`config.mk`:
```
export PLATFORM = sky130hd
export DESIGN_NAME = bsmac_tap
export DESIGN_NICKNAME = d
export VERILOG_FILES = /design/src/rtl/bsmac_pkg.sv /design/src/rtl/bsmac_fa_cell.sv /design/src/rtl/bsmac_serial_mult.sv /design/src/rtl/bsmac_seq_ctrl.sv /design/src/rtl/bsmac_tap.sv
export SDC_FILE = /design/constraint.sdc
export NUM_CORES = 1
export LEC_CHECK = 0
export CORE_AREA = 8 8 59 61
export DETAILED_ROUTE_END_ITERATION = 8
export DIE_AREA = 0 0 67 69
export DONT_BUFFER_PORTS = 1
export GPL_TIMING_DRIVEN = 1
export PLACE_DENSITY = 0.71
export SYNTH_ARGS = -nofsm -noshare
export SYNTH_HDL_FRONTEND = slang
export SYNTH_SLANG_ARGS = --single-unit
export TNS_END_PERCENT = 100
```
`constraint.sdc`:
```
create_clock -name clk -period 2.8 [get_ports clk]
set_input_delay 0.84 -clock clk [delete_from_list [all_inputs] [get_ports clk]]
set_output_delay 0.84 -clock clk [all_outputs]
set_load 0.05 [all_outputs]
```
`src/rtl/bsmac_pkg.sv`:
```
package bsmac_pkg;

  // Width of a counter that must reach the value n inclusive.
  function automatic int cnt_width(input int n);
    int w;
    w = 1;
    while ((1 << w) <= n) w++;
    return w;
  endfunction

endpackage

```
`src/rtl/bsmac_fa_cell.sv`:
```
// Full adder whose carry is registered and fed back to its own carry input.
module bsmac_fa_cell #(
  parameter logic CARRY_INIT = 1'b0
) (
  input  logic clk,
  input  logic rst_n,
  input  logic en,
  input  logic clr,
  input  logic a,
  input  logic b,
  output logic sum
);

  logic carry_q;
  logic carry_d;

  assign sum = a ^ b ^ carry_q;

  always_comb begin
    carry_d = carry_q;
    if (clr) begin
      carry_d = CARRY_INIT;
    end else if (en) begin
      carry_d = (a & b) | (a & carry_q) | (b & carry_q);
    end
  end

  always_ff @(posedge clk or negedge rst_n) begin
    if (!rst_n) begin
      carry_q <= CARRY_INIT;
    end else begin
      carry_q <= carry_d;
    end
  end

  // two zero inputs leave no carry for the next bit-time
  a_r9_carry_quiet: assert property (@(posedge clk) disable iff (!rst_n)
    (en && !clr && !a && !b) |=> (carry_q == 1'b0));

  // two one inputs always produce a carry for the next bit-time
  a_r9_carry_set: assert property (@(posedge clk) disable iff (!rst_n)
    (en && !clr && a && b) |=> (carry_q == 1'b1));

endmodule

```
`src/rtl/bsmac_serial_mult.sv`:
```
// Bit-serial multiplier: serial data times parallel coefficient.
// One AND gate and one carry-feedback full adder per coefficient bit.
module bsmac_serial_mult #(
  parameter int COEF_W      = 4,
  parameter bit COEF_SIGNED = 1'b0
) (
  input  logic              clk,
  input  logic              rst_n,
  input  logic              en,
  input  logic              clr,
  input  logic [COEF_W-1:0] coef,
  input  logic              data_bit,
  output logic              prod_bit
);

  localparam int DLY_N = COEF_W - 1;

  logic [COEF_W-1:0] x_tap;
  logic [DLY_N:1]    x_dly_q;
  logic [DLY_N:1]    x_dly_d;
  logic [COEF_W:0]   chain;

  // Data delay line: x_tap[j] is the data bit from j bit-times earlier.
  assign x_tap[0] = data_bit;
  assign x_tap[COEF_W-1:1] = x_dly_q;

  always_comb begin
    x_dly_d = x_dly_q;
    if (clr) begin
      x_dly_d = '0;
    end else if (en) begin
      x_dly_d = x_tap[DLY_N-1:0];
    end
  end

  always_ff @(posedge clk or negedge rst_n) begin
    if (!rst_n) begin
      x_dly_q <= '0;
    end else begin
      x_dly_q <= x_dly_d;
    end
  end

  assign chain[0] = 1'b0;

  for (genvar j = 0; j < COEF_W; j++) begin : g_stage
    logic pp;
    if (COEF_SIGNED && (j == COEF_W - 1)) begin : g_neg
      // Negative weight: add the inverted shifted operand plus one.
      assign pp = ~(coef[j] & x_tap[j]);
      bsmac_fa_cell #(.CARRY_INIT(1'b1)) u_fa (
        .clk   (clk),
        .rst_n (rst_n),
        .en    (en),
        .clr   (clr),
        .a     (pp),
        .b     (chain[j]),
        .sum   (chain[j+1])
      );
    end else begin : g_pos
      assign pp = coef[j] & x_tap[j];
      bsmac_fa_cell #(.CARRY_INIT(1'b0)) u_fa (
        .clk   (clk),
        .rst_n (rst_n),
        .en    (en),
        .clr   (clr),
        .a     (pp),
        .b     (chain[j]),
        .sum   (chain[j+1])
      );
    end
  end

  assign prod_bit = chain[COEF_W];

  // a zero unsigned coefficient yields a zero product stream
  a_r3_zero_coef: assert property (@(posedge clk) disable iff (!rst_n)
    (!COEF_SIGNED && en && !clr && (coef == '0) && $stable(coef) && $past(en))
      |-> (prod_bit == 1'b0));

  // a start empties the data delay line
  a_r2_dly_cleared: assert property (@(posedge clk) disable iff (!rst_n)
    clr |=> (x_dly_q == '0));

endmodule

```
`src/rtl/bsmac_seq_ctrl.sv`:
```
// Bit counter and ready flag for one word of RES_W bit-times.
module bsmac_seq_ctrl #(
  parameter int RES_W = 16,
  parameter int CNT_W = 5
) (
  input  logic clk,
  input  logic rst_n,
  input  logic start,
  output logic step,
  output logic ready
);

  localparam logic [CNT_W-1:0] LAST = CNT_W'(RES_W);

  logic [CNT_W-1:0] count_q;
  logic [CNT_W-1:0] count_d;

  always_comb begin
    count_d = count_q;
    if (start) begin
      count_d = '0;
    end else if (count_q < LAST) begin
      count_d = count_q + CNT_W'(1);
    end
  end

  always_ff @(posedge clk or negedge rst_n) begin
    if (!rst_n) begin
      count_q <= LAST;
    end else begin
      count_q <= count_d;
    end
  end

  assign step  = !start && (count_q < LAST);
  assign ready = (count_q == LAST);

  // start always drops ready on the next cycle
  a_r2_start_drops_ready: assert property (@(posedge clk) disable iff (!rst_n)
    start |=> !ready);

  // each busy bit-time advances the counter by one
  a_r7_counts_up: assert property (@(posedge clk) disable iff (!rst_n)
    (!ready && !start) |=> (count_q == $past(count_q) + CNT_W'(1)));

  // a finished word stays finished until start
  a_r8_ready_holds: assert property (@(posedge clk) disable iff (!rst_n)
    (ready && !start) |=> ready);

endmodule

```
`src/rtl/bsmac_tap.sv`:
```
// Bit-serial multiply-accumulate tap: result = data*coef + addend.
module bsmac_tap #(
  parameter int COEF_W      = 4,
  parameter int RES_W       = 16,
  parameter bit COEF_SIGNED = 1'b0
) (
  input  logic              clk,
  input  logic              rst_n,
  input  logic              start,
  input  logic [COEF_W-1:0] coef,
  input  logic              data_bit,
  input  logic              addend_bit,
  output logic              ready,
  output logic [RES_W-1:0]  result
);

  localparam int CNT_W = bsmac_pkg::cnt_width(RES_W);

  logic             step;
  logic             prod_bit;
  logic             sum_bit;
  logic [RES_W-1:0] res_q;
  logic [RES_W-1:0] res_d;

  bsmac_seq_ctrl #(
    .RES_W (RES_W),
    .CNT_W (CNT_W)
  ) u_ctrl (
    .clk   (clk),
    .rst_n (rst_n),
    .start (start),
    .step  (step),
    .ready (ready)
  );

  bsmac_serial_mult #(
    .COEF_W      (COEF_W),
    .COEF_SIGNED (COEF_SIGNED)
  ) u_mult (
    .clk      (clk),
    .rst_n    (rst_n),
    .en       (step),
    .clr      (start),
    .coef     (coef),
    .data_bit (data_bit),
    .prod_bit (prod_bit)
  );

  // Serial adder joining the product stream with the neighbour's sum.
  bsmac_fa_cell #(.CARRY_INIT(1'b0)) u_add (
    .clk   (clk),
    .rst_n (rst_n),
    .en    (step),
    .clr   (start),
    .a     (prod_bit),
    .b     (addend_bit),
    .sum   (sum_bit)
  );

  always_comb begin
    res_d = res_q;
    if (step) begin
      res_d = {sum_bit, res_q[RES_W-1:1]};
    end
  end

  always_ff @(posedge clk or negedge rst_n) begin
    if (!rst_n) begin
      res_q <= '0;
    end else begin
      res_q <= res_d;
    end
  end

  assign result = res_q;

  // busy bit-times move the register one place toward bit 0
  a_r6_shift_down: assert property (@(posedge clk) disable iff (!rst_n)
    (!ready && !start) |=> (result[RES_W-2:0] == $past(result[RES_W-1:1])));

  // a finished result is frozen while start is low
  a_r8_result_frozen: assert property (@(posedge clk) disable iff (!rst_n)
    (ready && !start) |=> $stable(result));

endmodule

```
==> results of run 1 <==
-- worst paths after layout --
check	end	slack, ps	start
worst max-delay path	result[15]$_DFFE_PN0P_	-400	coef[0]
worst min register to register	u_mult.g_stage[3].g_pos.u_fa.carry_q$_DFFE_PN0P_	530	u_mult.g_stage[3].g_pos.u_fa.carry_q$_DFFE_PN0P_
worst min-delay path	result[9]$_DFFE_PN0P_	200	rst_n
worst max register to register	result[15]$_DFFE_PN0P_	-180	u_mult.g_stage[0].g_pos.u_fa.carry_q$_DFFE_PN0P_
min in group clk	u_mult.g_stage[3].g_pos.u_fa.carry_q$_DFFE_PN0P_	530	u_mult.g_stage[3].g_pos.u_fa.carry_q$_DFFE_PN0P_
max in group asynchronous	u_ctrl.count_q[4]$_DFFE_PN1P_	2420	rst_n
-- cells by family after synthesis --
kind of cell / count (synthesis) / synth area share (%)
fa+ha+maj: 7 / 8.70
mux: 22 / 20.5
simple gates: 24 / 8.42
buf+inv: 11 / 5.09
xor+xnor: 3 / 1.94
flops: 29 / 53.7
compound gates: 4 / 1.57
-- state kept, by name, summed over array words and instances, names as in the netlist --
register and count:
u_mult.x_dly_q 3, u_ctrl.count_q 5, u_add.carry_q 1, u_mult.g_stage.g_pos.u_fa.carry_q 4
result 16
-- power by group --
group	total [W]	switching, W	internal, W
clock network	0.000240	0.000145	0.0000945
registers	0.00105	0.000520	0.000530
logic	0.000193	0.0000481	0.000145
-- layer usage --
metal  track usage [%]  up-vias  part of all wire [%]
li1                  -      336                     -
met1              11.5      363                    39
met3              6.14        5                    11
met2              16.3       29                    49
met4              4.88        0                   1.5
met5                 0        -                     0
-- final cells by class --
| type | count | area (um2) | share of cell area, % |
|---|---|---|---|
| clock inverters | 3 | 17.5 | 1.22 |
| well taps | 31 | 38.8 | 2.70 |
| clock buffers | 5 | 37.5 | 2.62 |
| flip-flops and latches | 29 | 727 | 50.7 |
| multi-input cells | 60 | 581 | 40.5 |
| repair buffers | 1 | 7.51 | 0.523 |
| inverters | 7 | 26.3 | 1.83 |
-- per-stage QoR --
stage | TNS (ps) | hold slack [ps] | setup slack [ps] | util (%)
final | -622 | 205 | -400 | 54.9
after global routing | -677 | 165 | -425 | 54.9
after CTS | -596 | 181 | -388 | 54.9
after detailed placement | -1410 | 507 | -747 | 52.8
after global placement | -1220 | 497 | -691 | 52.8
after floorplan | -1160 | 480 | -668 | -
-- layout by cell type, fill, tap and decap left out --
| cell type | n |
|---|---|
| clkbuf_4 | 5 |
| buf_4 | 1 |
| dfrtp_1 | 28 |
| fa_1 | 3 |
| dfstp_2 | 1 |
| nor2b_1 | 1 |
| xor2_1 | 2 |
| xnor2_1 | 1 |
| and2_4 | 1 |
| inv_1 | 6 |
| mux2_2 | 6 |
| inv_2 | 1 |
| clkinv_2 | 2 |
| mux2i_1 | 6 |
| nor2_1 | 16 |
| nand2_1 | 3 |
| mux2_4 | 10 |
| nor2_4 | 1 |
| ha_1 | 2 |
| nand4b_1 | 1 |
| a21oi_1 | 3 |
| ha_4 | 1 |
| nor4bb_2 | 1 |
| fa_2 | 1 |
| clkinvlp_4 | 1 |
| a31oi_1 | 1 |
-- critical path: cells and delay by family --
kind | cells | cell delay, ps
fa+ha+maj | 5 | 2050
buf+inv | 2 | 110
mux | 1 | 260
simple gates | 1 | 140
==> impl_metrics.toml, run 1 <==
[pwr]
fin_total_pwr_w = 0.00148
ir_drop_mv = 0.715
total_leakage_power_nw = 0.645
powerDensity_mw_per_mm2 = 1030

[sta]
slew_viol_final = 0
period_share_pct = 114
hold_viol = 0
setup_slack_ps = -400
worst_slew_pin_slew_ps = 537
fin_worst_skew_ps = 6.01
rsz0062_at_grt = "yes"
period_needed_ps = 3200
fmax_mhz = 312
final-setup-viol-count = 2
slew_headroom_pct = 64.1

[global_routing]
antenna_found_initial = 0
grt_pass1_wl_mm = 3.82
grt_pass1_vias = 803
grtUsageTotal_pct = 10.6
grt_start_max_net_pins = 30
grt-ovfl-total = 0

[clock_network]
cts-resized-gates = 0
postCtsSetupRepairBufs = 0
clock_latency_ps = 310
path_clk_slew_ps = 100
cts-hold-fix-buffers = 0
clk_path_buf_depth = 2
root_buffer = "clkbuf_4"
cts_tree = "built"
h-tree-depth = 2
cts_sinks = 29
numCtsBuffers = 5

[floorplanning]
num_rows = 19
die_w_um = 67
die_y_um = 69
die_area_mm2 = 0.00462
initial_utilization_pct = 51.7
core_mm2 = 0.00262
io_pins = 26

[final_layout]
final_layout_size_suffix_gt1_share_pct = 30.5
area_delta_synth_final_pct = 6.11
nFillCells = 231
nets = 120
diodes = 0
fin_cells = 136
fin_area_mm2 = 0.00144

[setup_path]
end_kind = "flip-flop"
critPathRequiredTime_ps = 3010
startpoint_type = "input pin"
cp_max_fo = 1
slowest_delay_ps = 520
crit_arrival_ps = 3410
cpMaxStageDelayCell = "fa_1"
path_class = "in2reg"
rr_worst_depth = 8
crit_top_cell = "fa_1"
path_cells = "and2_4 > ha_4 > inv_2 > fa_1 > fa_1 > fa_1 > inv_1 > fa_2 > mux2_2"

[run]
max_cap_violations = 0

[placed_design]
portBuffers = 0
dp.cells = 128
postPlaceCellArea_mm2 = 0.00138
hpwl_mm = 1.54
routabilityCongestion = 0.715

[drt]
drt-initial-drc-count = 42
drc = 0
vias_per_cell = 5.39
first_pass_iters = 4
vias = 733
ant_nets = 0
wl_mm = 2.19
wl_per_cell_um = 16.1

[synth]
synthTopCellsByCount = "dfrtp_1 (28), nor2_1 (16), mux2_4 (10)"
yosysWarnings = 0
synth-seq-cells = 29
synth-edff-count = 0
yosys.area.top_type = "dfrtp_1"
synth_cell_types = 23
syn-cell-area_mm2 = 0.00135
syn_nets = 116
yosys-top-cells-area = "dfrtp_1 (52%), mux2_4 (11%), fa_1 (5.9%)"
avgSynthCellArea_um2 = 13.5
yosysSeqAreaShare_pct = 53.7
ys.flop_type = "dfrtp_1"
yosysTopAreaCellShare_pct = 51.8
synth_most_common_cell = "dfrtp_1"
netlist_instances = 100
synthArstFlopShare_pct = 100

[run_status]
status = "complete, but fails checks"
violations = "negative setup slack"

[hold_path]
min_path_type = "in2async"
Power figures use the tool's default switching activity.
==> run 2: changes to the inputs <==
GPL_TIMING_DRIVEN = default   (was 1)
==> results of run 2 <==
Same layout as run 1: the final DEF is identical, and so are final timing and power.
